--- src/rtl/irq_ctl8_pkg.sv ---
package irq_ctl8_pkg;

    parameter int unsigned NUM_IN = 8;
    parameter int unsigned BUS_W  = 8;
    localparam int unsigned IDX_W = $clog2(NUM_IN);

    // bit positions decoded from address 0 writes
    localparam int unsigned SETUP_MARK_BIT = 4;
    localparam int unsigned RDSEL_MARK_BIT = 3;
    localparam int unsigned SINGLE_BIT     = 1;
    localparam int unsigned MODE_REQ_BIT   = 0;

    typedef enum logic [2:0] {
        WAIT_SETUP = 3'd1,
        WAIT_BASE  = 3'd2,
        WAIT_CASC  = 3'd3,
        WAIT_MODE  = 3'd4,
        RUN        = 3'd5
    } init_st_e;

    typedef struct packed {
        logic [BUS_W-1:0]  isr;
        logic [BUS_W-1:0]  imr;
        logic [BUS_W-1:0]  trig;
        logic [BUS_W-1:0]  setup;
        logic [BUS_W-1:0]  base;
        logic [BUS_W-1:0]  casc;
        logic [BUS_W-1:0]  mode;
        logic [BUS_W-1:0]  rdsel;
        init_st_e          st;
        logic              err;
    } ctl_regs_t;

endpackage

--- src/rtl/irq_ctl8_prio.sv ---
module irq_ctl8_prio #(
    parameter int unsigned WIDTH = 8,
    localparam int unsigned IW = $clog2(WIDTH)
) (
    input  logic [WIDTH-1:0] vec_i,
    output logic             any_o,
    output logic [IW-1:0]    idx_o,
    output logic [WIDTH-1:0] onehot_o
);

    // lowest index wins
    always_comb begin
        any_o    = |vec_i;
        onehot_o = vec_i & (~vec_i + WIDTH'(1));
        idx_o    = '0;
        for (int i = WIDTH - 1; i >= 0; i--) begin
            if (vec_i[i]) begin
                idx_o = IW'(i);
            end
        end
    end

endmodule

--- src/rtl/irq_ctl8_reqlat.sv ---
module irq_ctl8_reqlat #(
    parameter int unsigned WIDTH = 8
) (
    input  logic             clk_i,
    input  logic             rst_ni,
    input  logic [WIDTH-1:0] line_i,
    input  logic [WIDTH-1:0] level_i,
    input  logic [WIDTH-1:0] ack_clr_i,
    output logic [WIDTH-1:0] irr_o
);

    logic [WIDTH-1:0] irr_d, irr_q;
    logic [WIDTH-1:0] prev_d, prev_q;

    for (genvar b = 0; b < WIDTH; b++) begin : g_bit
        always_comb begin
            if (level_i[b]) begin
                irr_d[b] = line_i[b];
            end else begin
                irr_d[b] = (irr_q[b] & ~ack_clr_i[b]) | (line_i[b] & ~prev_q[b]);
            end
        end
    end

    always_comb prev_d = line_i;

    always_ff @(posedge clk_i or negedge rst_ni) begin
        if (!rst_ni) begin
            irr_q  <= '0;
            prev_q <= '0;
        end else begin
            irr_q  <= irr_d;
            prev_q <= prev_d;
        end
    end

    assign irr_o = irr_q;

endmodule

--- src/rtl/irq_ctl8.sv ---
module irq_ctl8
    import irq_ctl8_pkg::*;
(
    input  logic              clk_i,
    input  logic              rst_ni,
    input  logic              wr_en_i,
    input  logic              addr_i,
    input  logic [BUS_W-1:0]  wdata_i,
    output logic [BUS_W-1:0]  rdata_o,
    input  logic              trig_wr_i,
    output logic [BUS_W-1:0]  trig_o,
    input  logic [NUM_IN-1:0] req_i,
    output logic              int_o,
    input  logic              ack_i,
    output logic [BUS_W-1:0]  vec_o,
    output logic              cmd_err_o
);

    localparam ctl_regs_t CTL_RST = '{st: WAIT_SETUP, default: '0};

    ctl_regs_t r_d, r_q;

    logic [NUM_IN-1:0] irr;
    logic [NUM_IN-1:0] pend;
    logic              win_any;
    logic [IDX_W-1:0]  win_idx;
    logic [NUM_IN-1:0] win_oh;
    logic              isr_any;
    logic [IDX_W-1:0]  isr_idx;
    logic [NUM_IN-1:0] isr_oh;
    logic [NUM_IN-1:0] ack_set;
    logic [NUM_IN-1:0] ack_clr;
    logic [NUM_IN-1:0] eoi_clr;

    assign pend = irr & ~r_q.imr[NUM_IN-1:0];

    irq_ctl8_prio #(.WIDTH(NUM_IN)) u_win (
        .vec_i    (pend),
        .any_o    (win_any),
        .idx_o    (win_idx),
        .onehot_o (win_oh)
    );

    irq_ctl8_prio #(.WIDTH(NUM_IN)) u_isr (
        .vec_i    (r_q.isr[NUM_IN-1:0]),
        .any_o    (isr_any),
        .idx_o    (isr_idx),
        .onehot_o (isr_oh)
    );

    assign ack_set = (ack_i && win_any) ? win_oh : '0;
    assign ack_clr = ack_set & ~r_q.trig[NUM_IN-1:0];

    irq_ctl8_reqlat #(.WIDTH(NUM_IN)) u_req (
        .clk_i     (clk_i),
        .rst_ni    (rst_ni),
        .line_i    (req_i),
        .level_i   (r_q.trig[NUM_IN-1:0]),
        .ack_clr_i (ack_clr),
        .irr_o     (irr)
    );

    always_comb begin
        r_d     = r_q;
        r_d.err = 1'b0;
        eoi_clr = '0;

        if (trig_wr_i) begin
            r_d.trig = wdata_i;
        end

        if (wr_en_i && !addr_i) begin
            if (wdata_i[SETUP_MARK_BIT]) begin
                r_d.setup = wdata_i;
                r_d.st    = WAIT_BASE;
            end else if (wdata_i[RDSEL_MARK_BIT]) begin
                r_d.rdsel = wdata_i;
            end else begin
                unique case (wdata_i[7:5])
                    3'b001: eoi_clr = isr_any ? isr_oh : '0;
                    3'b011: eoi_clr[wdata_i[IDX_W-1:0]] = 1'b1;
                    3'b110, 3'b010: ;
                    default: r_d.err = 1'b1;
                endcase
            end
        end

        if (wr_en_i && addr_i) begin
            unique case (r_q.st)
                WAIT_BASE: begin
                    r_d.base = wdata_i;
                    if (!r_q.setup[SINGLE_BIT]) begin
                        r_d.st = WAIT_CASC;
                    end else if (r_q.setup[MODE_REQ_BIT]) begin
                        r_d.st = WAIT_MODE;
                    end else begin
                        r_d.st = RUN;
                    end
                end
                WAIT_CASC: begin
                    r_d.casc = wdata_i;
                    r_d.st   = r_q.setup[MODE_REQ_BIT] ? WAIT_MODE : RUN;
                end
                WAIT_MODE: begin
                    r_d.mode = wdata_i;
                    r_d.st   = RUN;
                end
                RUN:     r_d.imr = wdata_i;
                default: ;
            endcase
        end

        r_d.isr[NUM_IN-1:0] = (r_q.isr[NUM_IN-1:0] | ack_set) & ~eoi_clr;
    end

    always_ff @(posedge clk_i or negedge rst_ni) begin
        if (!rst_ni) begin
            r_q <= CTL_RST;
        end else begin
            r_q <= r_d;
        end
    end

    always_comb begin
        if (addr_i) begin
            rdata_o = r_q.imr;
        end else begin
            unique case (r_q.rdsel[1:0])
                2'b10:   rdata_o = BUS_W'(irr);
                2'b11:   rdata_o = r_q.isr;
                default: rdata_o = '0;
            endcase
        end
    end

    assign int_o     = win_any;
    assign vec_o     = r_q.base + BUS_W'(win_idx);
    assign trig_o    = r_q.trig;
    assign cmd_err_o = r_q.err;

endmodule

--- config.mk ---
export PLATFORM = sky130hd
export DESIGN_NAME = irq_ctl8
export DESIGN_NICKNAME = d
export VERILOG_FILES = /design/src/rtl/irq_ctl8_pkg.sv /design/src/rtl/irq_ctl8_prio.sv /design/src/rtl/irq_ctl8_reqlat.sv /design/src/rtl/irq_ctl8.sv
export SDC_FILE = /design/constraint.sdc
export NUM_CORES = 1
export LEC_CHECK = 0
export BUFFER_PORTS_ARGS = -buffer_cell sky130_fd_sc_hd__buf_2
export CAP_MARGIN = 20
export CORE_MARGIN = 2
export CORE_UTILIZATION = 60
export CTS_BUF_LIST = sky130_fd_sc_hd__clkbuf_4 sky130_fd_sc_hd__clkbuf_8 sky130_fd_sc_hd__clkbuf_16
export DETAILED_ROUTE_END_ITERATION = 16
export HOLD_SLACK_MARGIN = 0.15
export PLACE_DENSITY = 0.83
export SLEW_MARGIN = 0
export SYNTH_ARGS = -nofsm -noshare
export SYNTH_HDL_FRONTEND = slang
export SYNTH_SLANG_ARGS = --single-unit
--- constraint.sdc ---
create_clock -name clk_i -period 4.3 [get_ports clk_i]
set_clock_uncertainty 0.2 [all_clocks]
set_input_delay 0.645 -clock clk_i [delete_from_list [all_inputs] [get_ports clk_i]]
set_output_delay 0.645 -clock clk_i [all_outputs]
set_load 0.02 [all_outputs]
==> Word level (Yosys, flattened, before mapping) <==
Cells that the tools add are included.
{ "totals": {"input_bits": 22, "elab_cells": 124, "out_inout_bits": 26, "reg_bits": 61} }
{ "classes": {"n_mux": 35, "n_lt_le_gt_ge": 2, "reduce_logical": 12, "bitwise": 52, "addsub": 3, "eq_ne": 10} }
{ "op_table": {"columns": ["cell", "n"], "rows": [
  ["two-way mux 8 bit", 6],
  ["AND 8 bit", 5],
  ["inverter 8 bit", 5],
  ["two-way mux 3 bit", 11],
  ["one-hot mux 8 bit (2 select lines)", 2],
  ["inverter 1 bit", 17],
  ["adder 8 x 1 -> 8 bit, second input constant", 2],
  ["AND 1 bit", 16],
  ["OR reduction 8 bit", 2],
  ["two-way mux 1 bit", 13],
  ["== test 3 x 2 -> 1 bit, second input constant", 4],
  ["== test 3 bit, second input constant", 3],
  ["one-hot mux 3 bit (3 select lines)", 1],
  ["adder 8 x 3 -> 8 bit", 1],
  ["OR 1 bit", 8],
  ["OR 8 bit", 1],
  ["AND reduction 2 bit", 3],
  ["== test 2 bit, second input constant", 2],
  ["logical AND 1 bit", 4],
  ["< comparator 3 x 4 -> 1 bit, second input constant", 1],
  ["two-way mux 4 bit", 1],
  ["OR reduction 4 bit", 1],
  ["demux 1 bit (select 3 bit)", 1],
  ["== test 3 x 1 -> 1 bit, second input constant", 1],
  ["other kinds (3)", 3]
]} }

==> Logic depth before layout (Yosys ltp) <==
Gate-level depths: netlist (run 1).
{ "logic_depth": {"word_depth": 11, "ltp_mapped": 11, "ltp_nobuf": 11} }

==> Hierarchy <==
From an unflattened synthesis (run 1), not the netlist that was laid out.
{ "unflattened": {"hier_cells": 295, "hier_area_um2": 3116.7} }
{ "modules_own_cells": {"columns": ["module", "seq_area_each_um2", "instances", "area_per_inst_um2", "cells_per_inst"], "rows": [
  ["irq_ctl8", 1002.2, 1, 2285.9, 209],
  ["irq_ctl8_reqlat", 400.4, 1, 553.0, 40],
  ["irq_ctl8_prio", 0.0, 2, 138.9, 23]
]} }

==> Worst setup path after synthesis (run 1) <==
Ideal clock, no wire load.
{ "synth_path": {"kind": "reg-to-output", "start": "reg r_q[54] (netlist name)", "end": "out vec_o[6]", "path_stages_with_launch": 9, "required_time_ps": 3455, "arrival_ps": 2307, "n_path_buf": 0, "path_slack_ps": 1148, "cell_sequence": "dfrtp_1 -> nor2b_1 -> nor2_1 -> a211o_1 -> fa_1 -> nor2b_1 -> o21ai_0 -> nor2_1 -> xor2_1"} }
{ "synth_via": {"elab_chain_len": 6} }
{ "synth_lines": {"columns": ["item", "line_no", "rtl"], "rows": [
  ["start, declared", "irq_ctl8.sv:21", "ctl_regs_t r_d, r_q;"],
  ["start signal, assigned", "irq_ctl8.sv:120", "r_q <= r_d;"],
  ["inverter 8 bit", "irq_ctl8.sv:35", "assign pend = irr & ~r_q.imr[NUM_IN-1:0];"],
  ["AND 8 bit", "irq_ctl8.sv:35", null],
  ["two-way mux 3 bit (3 in series)", "irq_ctl8_prio.sv:17", "if (vec_i[i]) begin"],
  ["adder 8 x 3 -> 8 bit", "irq_ctl8.sv:137", "assign vec_o = r_q.base + BUS_W'(win_idx);"],
  ["end, declared", "irq_ctl8.sv:15", "output logic [BUS_W-1:0] vec_o,"]
]} }
Every way passes these cells.

==> Worst setup path in the final report (run 1) <==
{ "layout_path": {"start": "reg u_req.irr_q[5], in the netlist u_req.irr_o[5]", "end": "out vec_o[7]"} }
{ "layout_via": {"elab_chain_len": 8} }
{ "layout_lines": {"columns": ["item", "line_no", "rtl"], "rows": [
  ["start, declared", "irq_ctl8_reqlat.sv:12", "logic [WIDTH-1:0] irr_d, irr_q;"],
  ["start signal, assigned", "irq_ctl8_reqlat.sv:32", "irr_q <= irr_d;"],
  ["AND 8 bit", "irq_ctl8.sv:35", null],
  ["two-way mux 3 bit (6 in series)", "irq_ctl8_prio.sv:17", null],
  ["adder 8 x 3 -> 8 bit", "irq_ctl8.sv:137", null]
]} }
Every way passes these cells.

==> results of run 1 <==
-- logic make-up (layout without fill, tap and decap cells) --
family,after synthesis,after routing,synth area share
compound gates,61,61,0.126
xor+xnor,6,6,0.0176
fa+ha+maj,4,4,0.0193
buf+inv,34,74,0.0558
flops,56,56,0.470
mux,32,32,0.117
simple gates,93,93,0.194
-- worst max-delay path by stage --
stage                     cells past startpoint  slack (ns)                      from       end
after floorplan                               8        1.15       r_q[54]$_DFFE_PN0P_  vec_o[6]
after CTS                                     9        0.61  u_req.irr_o[4]$_DFF_PN0_  vec_o[7]
after global placement                        9        1.05  u_req.irr_o[4]$_DFF_PN0_  vec_o[7]
after detailed placement                      9        0.99  u_req.irr_o[4]$_DFF_PN0_  vec_o[7]
final                                         9        0.58  u_req.irr_o[5]$_DFF_PN0_  vec_o[7]
after global routing                          9        0.26  u_req.irr_o[4]$_DFF_PN0_  vec_o[7]
-- stage by stage --
stage | instances | setup WS [ns]
CTS | 393 | 0.615
global route | 393 | 0.265
detailed placement | 385 | 0.989
finish | 393 | 0.582
global placement | 385 | 1.05
floorplan | 286 | 1.15
-- cell type report --
type | count | area (um^2) | area share
clock buffer | 5 | 68.8 | 0.0208
clock inverter | 3 | 25.0 | 0.00757
inverter | 18 | 67.6 | 0.0204
multi-input combinational | 196 | 1420 | 0.428
sequential | 56 | 1400 | 0.424
tap | 67 | 83.8 | 0.0254
timing repair buffer | 48 | 243 | 0.0734
-- power groups by stage --
stage          clock (mW)  sequential, mW  combinational (mW)
2_1_floorplan           0           0.765               0.626
3_3_place_gp            0           0.813               0.787
3_5_place_dp            0           0.823               0.802
4_1_cts             0.304           0.814               0.809
5_1_grt             0.324           0.837               0.892
6_report            0.304           0.817               0.811
-- registers in the layout (all words and copies together), names as in the netlist --
signal and flops:
u_req.prev_q 8, r_q 31, cmd_err_o 1, u_req.irr_o 8
trig_o 8
-- per-layer routing --
layer  up-vias  routed length (um)  global-route usage
li1       1083                   -                   -
met1      1154                3010               0.363
met2        93                3130               0.429
met3        16                 451              0.0447
met4         0                 155               0.117
met5         -                   0                   0
-- placed cells by master (no fill, tap or decap), types with 4 or more instances in the layout --
cell	netlist	final
sky130_fd_sc_hd__clkbuf_8	0	5
sky130_fd_sc_hd__nand3_1	9	9
sky130_fd_sc_hd__a32o_1	5	5
sky130_fd_sc_hd__mux2_2	23	23
sky130_fd_sc_hd__nand2_1	25	25
sky130_fd_sc_hd__buf_2	1	47
sky130_fd_sc_hd__dfrtp_1	55	55
sky130_fd_sc_hd__a21oi_1	12	12
sky130_fd_sc_hd__inv_1	18	18
sky130_fd_sc_hd__nand3b_1	4	4
sky130_fd_sc_hd__o21ai_0	26	26
sky130_fd_sc_hd__a31oi_1	4	4
sky130_fd_sc_hd__nor2_1	10	10
sky130_fd_sc_hd__nand2b_1	9	9
sky130_fd_sc_hd__mux2i_1	8	8
sky130_fd_sc_hd__nor2b_1	14	14
==> out/results.txt, run 1 <==
The final number of hold-violating endpoints came out at 0. IR analysis of the VDD net gives a maximum drop of 606 uV. The commonest cells after synthesis are 55 x sky130_fd_sc_hd__dfrtp_1, 26 x sky130_fd_sc_hd__o21ai_0, 25 x sky130_fd_sc_hd__nand2_1, 23 x sky130_fd_sc_hd__mux2_2, 18 x sky130_fd_sc_hd__inv_1. The mapped cell area is 2980 um^2, and the wire length of the first global-routing pass is 11.0 mm. Clock-pin slew was measured on the worst setup and hold paths at 0.11 ns. Traced cell by cell, the critical path runs through nor2b_1, nor4_1, nor2b_1, ha_1, nand3_1, o21ai_0, nand3_1, xnor2_1, buf_2. In this run the standard cell core region covers 4750 um^2. The tools report the sequential share of power as 0.423. The overall overflow remaining after global route is 0. The logs give 0 for the number of antenna violations at the first check in global routing and 0 for the number of failing setup endpoints in the final timing report. During synthesis, Yosys emitted a total of 0 warnings. Measured in cells, the most critical reg-to-reg path has a length of 3. Category of the critical setup timing path: flop to primary output.

For the number of top-level pins, the log shows 48. The tools report the end point of the worst hold path as u_req.prev_q[1]$_DFF_PN0_. The most used flip-flop cell after synthesis is sky130_fd_sc_hd__dfrtp_1. The async set-reset flop share out of synthesis is 1.00, and the placed wire-length estimate is 4.82 mm. The post-route setup TNS is 0 ns. The completed layout was analyzed and its total power is 1.93 mW. Yosys instantiated no cell more often than sky130_fd_sc_hd__dfrtp_1.

The launch instance of the worst min-delay path is req_i[1]. The H-tree was split into 2 levels. The clock network latency to the later pin of the worst-skew pair came out at 0.32 ns. The number of rows created at floorplan is 25. In this run, synthesis inferred 0 flip-flops with an integrated enable. For the quantity of gates resized following cts, the log shows 0. Based on the critical path, the design can be clocked at up to 269 MHz. The net count of the finished layout is 351. After technology mapping, the gate count stands at 286. The worst register-to-register path ends at r_q[58]$_DFFE_PN0P_. The flow ran to the end, and the final reports show no timing, DRC or antenna violations.

In the routed design, unresolved DRC markers number 0. The tools report the starting utilization of the core area as 0.628. Internal power comes to 1.12 mW. In this run the power spent charging and discharging nets is 0.811 mW.

Setup repair after global routing left no endpoint under its margin. After clock tree synthesis, the flow added hold-fix buffers numbering 0. After the first detailed-routing iteration, the DRC count stood at 174. The tools report the master cell of the clock root buffer as sky130_fd_sc_hd__clkbuf_8. The number of cells on the worst hold path works out to 1. The via density per instance is 5.97, and the clock group share of total power is 0.157. The number of nets in the synthesized netlist is 312. The startpoint identified for the worst register-to-register timing path is r_q[1]$_DFF_PN1_. The detailed router placed 2346 vias in this run.

The run gives 57 as the maximum number of pins on one net before global-route repair. For the core utilization of the finished layout, the log shows 0.695. The final number of max-transition violations came out at 0.

The sequential fraction of the synthesis area is 0.470. Synthesis inferred 56 register bits. The die height is 74.5 um, and the layout-stage area growth over the synthesis result is 10.8%.

The portion of synthesized cell area occupied by the leading cell type was 0.461; the via count of the first global-routing pass was 2288. The time the worst path needs with I/O delays and setup was 3.72 ns. For this design, the sink count on the clock tree is 56.

The repair_antennas step left the layout with diodes totalling 0. The number of different library cells used by synthesis comes to 49. Yosys attributes the largest share of cell area to sky130_fd_sc_hd__dfrtp_1 46%, sky130_fd_sc_hd__mux2_2 8.7%, sky130_fd_sc_hd__o21ai_0 4.4%, sky130_fd_sc_hd__nand2_1 3.1%, sky130_fd_sc_hd__nor2b_1 2.9%. Instance area after placement: 3210 um^2. For this block, the routed nets add up to 6.75 mm of wire.

The largest total area in the synthesized netlist belongs to sky130_fd_sc_hd__dfrtp_1. The floorplan step set the die width to 74.5 um. The total power density per cell area works out to 584 nW/um^2.

The logs give 0.268 for the global routing usage summed across all routing layers and 0.956 for the placer congestion estimate. The routed wire length per instance was 17.2 um; the worst-case register-to-register setup slack was 2.41 ns. The share of the clock period used by the worst path works out to 0.865.

The biggest cell delay along the critical path came out at 0.64 ns. Data on the critical path arrives at its endpoint at 2.87 ns. The sort of element at the end of the critical path is a primary output. Once the clock tree was built, the setup fixing pass inserted 0 buffers. The run gives 2 as the number of buffers between clock root and the deepest sink. TritonCTS built the clock tree. Buffers inserted during clock tree synthesis total 5. The tool flagged a number of max-cap violations equal to 0. Each instance of the synthesized netlist takes up on average 10.4 um^2. The kind of cell adding the most delay to the critical path was simple AND/OR/NAND/NOR gates. Required time of the worst setup path: 3.45 ns. The tools report the die area as 5550 um^2. The first TritonRoute pass finished after 4 iterations. The actual slew at the worst max-slew pin was 0.692 ns. The path class of the tightest hold or removal check is primary input to flop.

The final design instance area without fill came out at 3310 um^2. STA classifies the critical path startpoint as a flop. The maximum fanout along the worst path is 4.

Number of I/O port buffers: 47. The critical-path cell with the highest stage delay was sky130_fd_sc_hd__nor4_1. The number of buffer and inverter stages on the critical path is 1, and the number of nets with antenna violations after routing is 0. After filler insertion, the fill cell instance count of the layout stands at 383. The combinational group share of total power was 0.420; the fraction of layout instances using a drive strength above 1 was 0.273. The analysis attributes to cell leakage a power of 1.48 nW. On the final layout, the worst hold slack is 0.231 ns.

The tools report the worst slew margin relative to its limit as 0.535. Switching power share of the total: 0.419.
(Power assumes the default switching activity.)
==> run 2, diff against run 1 <==
--- a/config.mk
+++ b/config.mk
@@ -12,7 +12,7 @@
 export CTS_BUF_LIST = sky130_fd_sc_hd__clkbuf_4 sky130_fd_sc_hd__clkbuf_8 sky130_fd_sc_hd__clkbuf_16
 export DETAILED_ROUTE_END_ITERATION = 16
 export HOLD_SLACK_MARGIN = 0.15
-export PLACE_DENSITY = 0.83
+export PLACE_DENSITY = 0.84
 export SLEW_MARGIN = 0
 export SYNTH_ARGS = -nofsm -noshare
 export SYNTH_HDL_FRONTEND = slang
==> run 2 against run 1 <==
  * Clock power decreased by 1%
  * Power decreased by 0.40%
  * Count of clock-buffer cells in the layout unchanged
  * Combinational power about the same
  * Via count decreased by 1.4%
  * Worst hold slack got worse by 0.0071 ns
  * Critical endpoint is now vec_o[6]
  * Maximum frequency decreased by 1.7%
  * Largest power group unchanged
  * Critical path depth increased by 3
==> out/results.txt, run 2 (synthesis gave the netlist of run 1 again) <==
Routed wire length per instance: 16.8 um (-2.1%). The library cell used most frequently in the layout, excluding fill and tap cells, is sky130_fd_sc_hd__dfrtp_1. The run gives 0 (unchanged) as the number of design rule violations left after detail routing.

Worst vdd rail ir drop: 677 uV (+12%). The source of the worst register-to-register timing path was r_q[1]$_DFF_PN1_. The run gives 0 (unchanged) as the final number of max-transition violations. The horizontal die dimension was 74.5 um (unchanged); the total setup buffers inserted after CTS was 0 (unchanged).

The placeable core area came out at 4750 um^2 (unchanged). The run gives 6.60 mm (-2.1%) as the wire length after detailed routing. The tools report the overall overflow remaining after global route as 0 (unchanged). The starting utilization of the core area was 0.628 (unchanged). The wire length of the first global-routing pass was 10.6 mm (-3.3%).

For the number of antenna violations at the first check in global routing, the log shows 0 (unchanged). The CTS buffer count was 5 (unchanged); the number of optimization iterations in the first detailed-route pass was 4 (unchanged). The placed wire-length estimate is 4.65 mm (-3.5%). Walking the worst path, the cells encountered are nor2b_1, nor2b_1, o31ai_1, a21oi_1, ha_1, inv_1, fa_1, nor2b_1, o21ai_0, nor2_1, xor2_1, buf_2. The tools report the maximum number of pins on one net before global-route repair as 57 (unchanged). The maximum fanout along the worst path was 3 (-1). Number of top-level pins: 48 (unchanged). The total clock sinks is 56 (unchanged). The biggest cell delay along the critical path was 0.40 ns (-0.24 ns). The end point of the critical path is vec_o[6].

The placer congestion estimate came out at 0.872 (-8.7%). The multi-input combinational cell area came out at 1420 um^2 (unchanged). The maximum level of the CTS H-tree came out at 2 (unchanged). In this run the critical register-to-register path is captured at r_q[54]$_DFFE_PN0P_. The clock transition at the register clock pins on the worst setup and hold paths after CTS is 0.10 ns (about the same), and the top achievable clock speed is 264 MHz (-1.7%). For the number of diodes added for antenna fixing, the log shows 0 (unchanged).

In this design, the largest share of critical-path delay is due to simple AND/OR/NAND/NOR gates. The startpoint of the most critical setup path was r_q[59]$_DFFE_PN0P_. The type of element launching the critical path was a flop. Total power density per cell area: 583 nW/um^2 (-0.32%). The fraction of layout instances using a drive strength above 1 works out to 0.273 (unchanged). The worst setup path is captured at a primary output. The final-layout fill cell count is 374 (-2.3%). The via density per instance works out to 5.89 (-1.4%).

The number of I/O port buffers was 47 (unchanged). The most numerous cell type found on the critical path is sky130_fd_sc_hd__nor2b_1. The leakage power is 1.48 nW (+0.23%), and the number of buffer and inverter stages on the critical path is 2 (+1). The critical-path cell with the highest stage delay was sky130_fd_sc_hd__dfrtp_1. The run gives 0 (unchanged) as the total of hold buffers inserted after clock tree synthesis. The logs give 1400 um^2 (unchanged) for the footprint of the flip-flops and latches and 393 (unchanged) for the final instance count without filler cells. The logic depth of the worst setup path including buffers works out to 12 (+3). The tools report the worst slew margin relative to its limit as 0.523 (-0.0115).

The post-placement cell count was 385 (unchanged); the layout-stage area growth over the synthesis result was 10.7% (about the same). Flip-flop count of the largest register after layout: 31 (unchanged). The run gives 2.40 ns (about the same) as the worst-case register-to-register setup slack. Ranked by flip-flop count, first place goes to r_q. The post-route setup TNS came out at 0 ns (unchanged). In the layout the commonest cells are 55 x sky130_fd_sc_hd__dfrtp_1, 47 x sky130_fd_sc_hd__buf_2, 26 x sky130_fd_sc_hd__o21ai_0. The tools report the total number of vias as 2313 (-1.4%). The arrival time of data at the critical path endpoint came out at 2.94 ns (+0.07 ns).

The tools report the final number of hold-violating endpoints as 0 (unchanged). The run gives 0.33 ns (about the same) as the clock network latency to the later pin of the worst-skew pair. The die area was 5550 um^2 (unchanged).

The flow ran to the end, and the final reports show no timing, DRC or antenna violations. Number of nets with antenna violations after routing: 0 (unchanged). The share of the clock period used by the worst path was 0.880 (+0.0151). The run gives 0 (unchanged) as the number of failing setup endpoints in the final timing report.

The quantity of gates resized following cts came out at 0 (unchanged). TritonCTS built the clock tree. The die height works out to 74.5 um (unchanged). The worst setup path is of the flop to primary output kind. The logs give 2 (unchanged) for the number of buffers between clock root and the deepest sink and 152 (-13%) for the violation count after the first detailed-routing iteration. The count of nets after finishing is 351 (unchanged), and the via count of the first global-routing pass is 2145 (-6.3%).

For the global routing usage summed across all routing layers, the log shows 0.260 (-0.00839). The number of max-capacitance violations reported is 0 (unchanged). Setup repair after global routing left no endpoint under its margin. The number of rows created at floorplan was 25 (unchanged). The worst hold path belongs to the class primary input to asynchronous set/reset pin.

The required time of the worst setup path is 3.45 ns (about the same). The time the worst path needs with I/O delays and setup is 3.78 ns (+0.0650 ns). Master cell of the clock root buffer: sky130_fd_sc_hd__clkbuf_8. The actual slew at the worst max-slew pin came out at 0.709 ns (+0.0171 ns). The number of cells on the worst reg-to-reg path came out at 3 (unchanged).
## run 2: changes by cell type in the layout (fill, tap and decap cells not counted)
cell                         before  now
sky130_fd_sc_hd__clkinv_2         0    1
sky130_fd_sc_hd__clkinv_4         0    1
sky130_fd_sc_hd__clkinvlp_4       1    0
sky130_fd_sc_hd__inv_6            2    1
## run 2: layout make-up
class	instances	share of cell area
tap	67	0.0254
timing repair buffer	48	0.0735
sequential	56	0.425
multi-input combinational	196	0.428
clock inverter	3	0.00682
inverter	18	0.0205
clock buffer	5	0.0208
## run 2: power by group
part           total, mW  switching, mW  leakage [nW]  internal (mW)
clock network      0.300          0.183        0.0485          0.117
registers          0.814          0.149         0.649          0.666
logic              0.810          0.473         0.787          0.337
total               1.92          0.805          1.48           1.12
## run 2: how the worst min path moves through the flow
stage,from,to,slack (ns),cells after the start
floorplan,rst_ni,cmd_err_o$_DFF_PN0_,0.15,0
global placement,r_q[36]$_DFFE_PN0P_,r_q[36]$_DFFE_PN0P_,0.29,1
detailed placement,r_q[36]$_DFFE_PN0P_,r_q[36]$_DFFE_PN0P_,0.30,1
CTS,req_i[0],u_req.prev_q[0]$_DFF_PN0_,0.22,1
global route,req_i[0],u_req.prev_q[0]$_DFF_PN0_,0.22,1
finish,rst_ni,u_req.prev_q[3]$_DFF_PN0_,0.22,2
## run 2: worst reg2reg max path, delay by kind of cell, from the launching register on
family | cells | cell delay [ns]
flip-flops | 1 | 0.63
AND/OR/NAND/NOR | 2 | 0.56
multiplexers | 1 | 0.40
## run 2: per-stage QoR
step	util	hold WS, ns	cell area (um^2)	setup slack (ns)	power, mW
after CTS	0.695	0.224	3300	0.551	1.93
after global routing	0.695	0.217	3300	0.291	2.05
after floorplan	-	0.149	2980	1.15	1.39
after global placement	0.676	0.288	3210	1.05	1.60
after detailed placement	0.676	0.303	3210	0.931	1.63
final	0.695	0.224	3300	0.517	1.92
## run 2: layer usage
| metal | track usage | up-vias | wire [um] |
|---|---|---|---|
| met3 | 0.0447 | 11 | 373 |
| met5 | 0 | - | 0 |
| met4 | 0.101 | 0 | 131 |
| met1 | 0.386 | 1126 | 3060 |
| li1 | - | 1089 | - |
| met2 | 0.382 | 87 | 3030 |
==> run 3, diff against run 2 <==
--- a/config.mk
+++ b/config.mk
@@ -16,4 +16,5 @@
 export SLEW_MARGIN = 0
 export SYNTH_ARGS = -nofsm -noshare
 export SYNTH_HDL_FRONTEND = slang
+export SYNTH_HIERARCHICAL = 1
 export SYNTH_SLANG_ARGS = --single-unit
==> run 3 against run 2 <==
  * Worst hold slack better by 0.020 ns
  * Sequential share of layout area is 1.0 points lower
  * Power is 2.3% higher
  * Die area is 2.7% higher
  * Via count is 2.4% lower
  * Maximum frequency is 5.5% higher
  * First-iteration DRC count is 12% higher
  * Largest power group unchanged
  * Highest routed layer unchanged
==> out/results.txt, run 3 <==
The worst slew margin relative to its limit is 0.531 (+0.00785), and the number of antenna violations at the first check in global routing is 0 (unchanged). The worst register-to-register path ends at u_req/irr_o[7]$_DFF_PN0_. The post-placement cell count is 383 (-0.52%), and the total power density per cell area is 581 nW/um^2 (-0.23%). The tools report the core utilization of the finished layout as 0.676 (-0.0189). The time the worst path needs with I/O delays and setup was 3.59 ns (-0.196 ns); the number of diodes added for antenna fixing was 0 (unchanged). The logs give 0 (unchanged) for the total of hold buffers inserted after clock tree synthesis and 2 (unchanged) for the number of buffers between clock root and the deepest sink. Number of rows created at floorplan: 26 (+4.0%). The logs give 2 (unchanged) for the maximum level of the CTS H-tree and 0 (unchanged) for the final number of max-transition violations.

The die area came out at 5710 um^2 (+2.7%). For the number of design rule violations left after detail routing, the log shows 0 (unchanged). The run gives 3390 um^2 (+2.5%) as the final design instance area without fill.

The leakage power was 1.52 nW (+2.7%); the number of failing setup endpoints in the final timing report was 0 (unchanged). The arrival time of data at the critical path endpoint was 2.74 ns (-0.20 ns); the post-synth net total was 312 (unchanged). The number of cells on the worst hold path came out at 1. The total number of vias is 2257 (-2.4%), and the wire length of the first global-routing pass is 10.5 mm (-1.0%). The run gives 5010 um^2 (+5.4%) as the placeable core area.

The routed wire length per instance came out at 16.4 um (-2.3%). The required time of the worst setup path came out at 3.45 ns (about the same). TritonCTS built the clock tree.

The clock transition at the register clock pins on the worst setup and hold paths after CTS works out to 0.10 ns (about the same). Master cell of the clock root buffer: sky130_fd_sc_hd__clkbuf_8. For the number of max-capacitance violations reported, the log shows 0 (unchanged). The violation count after the first detailed-routing iteration was 170 (+12%); the final-layout fill cell count was 399 (+6.7%). Number of optimization iterations in the first detailed-route pass: 4 (unchanged). Wire length after detailed routing: 6.44 mm (-2.5%). The maximum fanout along the worst path works out to 8 (+5).

The launch instance of the worst min-delay path is req_i[1]. The starting utilization of the core area came out at 0.613 (-0.0147). The worst setup path is of the flop to primary output kind.

For the total clock sinks, the log shows 56 (unchanged). The placer congestion estimate is 0.889 (+1.9%). The actual slew at the worst max-slew pin was 0.704 ns (-0.00524 ns); the die height was 75.5 um (+1.4%). STA classifies the critical path endpoint as a primary output.

The most frequent standard cell in the layout excluding fill and tap cells is sky130_fd_sc_hd__dfrtp_1. The register with the most flip-flops in the final layout is r_q. Share of the clock period used by the worst path: 0.834 (-0.0456). The instance area after placement was 3270 um^2 (+1.8%); the number of I/O port buffers was 47 (unchanged).

Fraction of layout instances using a drive strength above 1: 0.295 (+0.0220). The number of top-level pins is 48 (unchanged). The run gives 0 ns (unchanged) as the post-route setup TNS.

The tools report the placed wire-length estimate as 4.62 mm (-0.72%). STA classifies the critical path startpoint as a flop. The per-instance average area after synthesis came out at 10.7 um^2 (+2.9%). The top achievable clock speed is 279 MHz (+5.5%), and the layout-stage area growth over the synthesis result is 10.3%. The count of warnings emitted by yosys came out at 6 (+6). The tools report the source of the worst register-to-register timing path as u_req/irr_o[3]$_DFF_PN0_.

The run finished with clean final reports. Setup repair after global routing left no endpoint under its margin. The run gives 0 (unchanged) as the quantity of gates resized following cts. The final number of hold-violating endpoints was 0 (unchanged). Via count of the first global-routing pass: 2140 (-0.23%). The flip-flop count of the largest register after layout is 31 (unchanged). The final instance count without filler cells was 392 (-0.25%).

The horizontal die dimension is 75.5 um (+1.4%). In the layout the commonest cells are 55 x sky130_fd_sc_hd__dfrtp_1, 48 x sky130_fd_sc_hd__buf_2, 27 x sky130_fd_sc_hd__mux2_2. Overall overflow remaining after global route: 0 (unchanged).

The class of the most critical hold timing path is primary input to flop. The run gives 347 (-1.1%) as the count of nets after finishing. The worst-case register-to-register setup slack came out at 1.87 ns (-0.53 ns).

The clock network latency to the later pin of the worst-skew pair was 0.31 ns (-0.02 ns). The number of cells on the worst reg-to-reg path was 9 (+6); the post-synthesis cell count was 286 (unchanged). The total setup buffers inserted after CTS was 0 (unchanged). The tools report the mapped cell area as 3070 um^2 (+2.9%). The worst hold path terminates at u_req/prev_q[1]$_DFF_PN0_.

The global routing usage summed across all routing layers came out at 0.250 (-0.00979). The number of nets with antenna violations after routing was 0 (unchanged); the via density per instance was 5.76 (-2.2%). The maximum number of pins on one net before global-route repair was 57 (unchanged). The logs give 5 (unchanged) for the CTS buffer count and 373 uV (-45%) for the worst vdd rail ir drop.
## run 3: metal layers
layer  vias to the layer above  GRT usage  wire length [um]
li1                       1077          -                 -
met1                      1103      0.348              2960
met2                        73      0.396              3070
met3                         4     0.0476               341
met4                         0     0.0858                65
met5                         -          0                 0
## run 3: final cells by class
cell class	instances	area [um^2]	area share
Multi-Input combinational cell	202	1510	0.446
Timing Repair Buffer	49	248	0.0732
Inverter	7	26.3	0.00776
Clock inverter	2	35.0	0.0103
Sequential cell	56	1400	0.414
Clock buffer	6	76.3	0.0225
Tap cell	70	87.6	0.0259
## run 3: worst max-delay path by stage
stage / end / from / depth (start not counted) / slack, ns
2_1_floorplan: vec_o[6] / r_q[52]$_DFFE_PN0P_ / 8 / 1.31
6_report: vec_o[6] / u_req/irr_o[0]$_DFF_PN0_ / 9 / 0.71
4_1_cts: vec_o[4] / u_req/irr_o[0]$_DFF_PN0_ / 9 / 0.71
5_1_grt: vec_o[4] / u_req/irr_o[0]$_DFF_PN0_ / 9 / 0.47
3_3_place_gp: vec_o[6] / u_req/irr_o[0]$_DFF_PN0_ / 9 / 1.09
3_5_place_dp: vec_o[4] / u_req/irr_o[0]$_DFF_PN0_ / 9 / 1.06
## run 3: through the flow
stage	worst slack [ns]	hold WS, ns	total power, mW
detailed placement	1.06	0.300	1.63
floorplan	1.31	0.149	1.43
CTS	0.710	0.241	1.98
finish	0.713	0.244	1.97
global placement	1.09	0.290	1.61
global route	0.469	0.236	2.10
## run 3: critical path: stages, from the launching register on
cell,delay [ns]
sky130_fd_sc_hd__dfrtp_1,0.38
sky130_fd_sc_hd__nor2b_1,0.44
sky130_fd_sc_hd__nor2b_1,0.16
sky130_fd_sc_hd__o21bai_1,0.21
sky130_fd_sc_hd__ha_1,0.23
sky130_fd_sc_hd__fa_1,0.41
sky130_fd_sc_hd__a21oi_1,0.21
sky130_fd_sc_hd__nor3_1,0.09
sky130_fd_sc_hd__xor2_1,0.14
sky130_fd_sc_hd__buf_2,0.16
## run 3: report_power, final
group / switching, mW / internal, mW
clock network: 0.165 / 0.179
logic: 0.456 / 0.349
registers: 0.147 / 0.672
total: 0.767 / 1.20
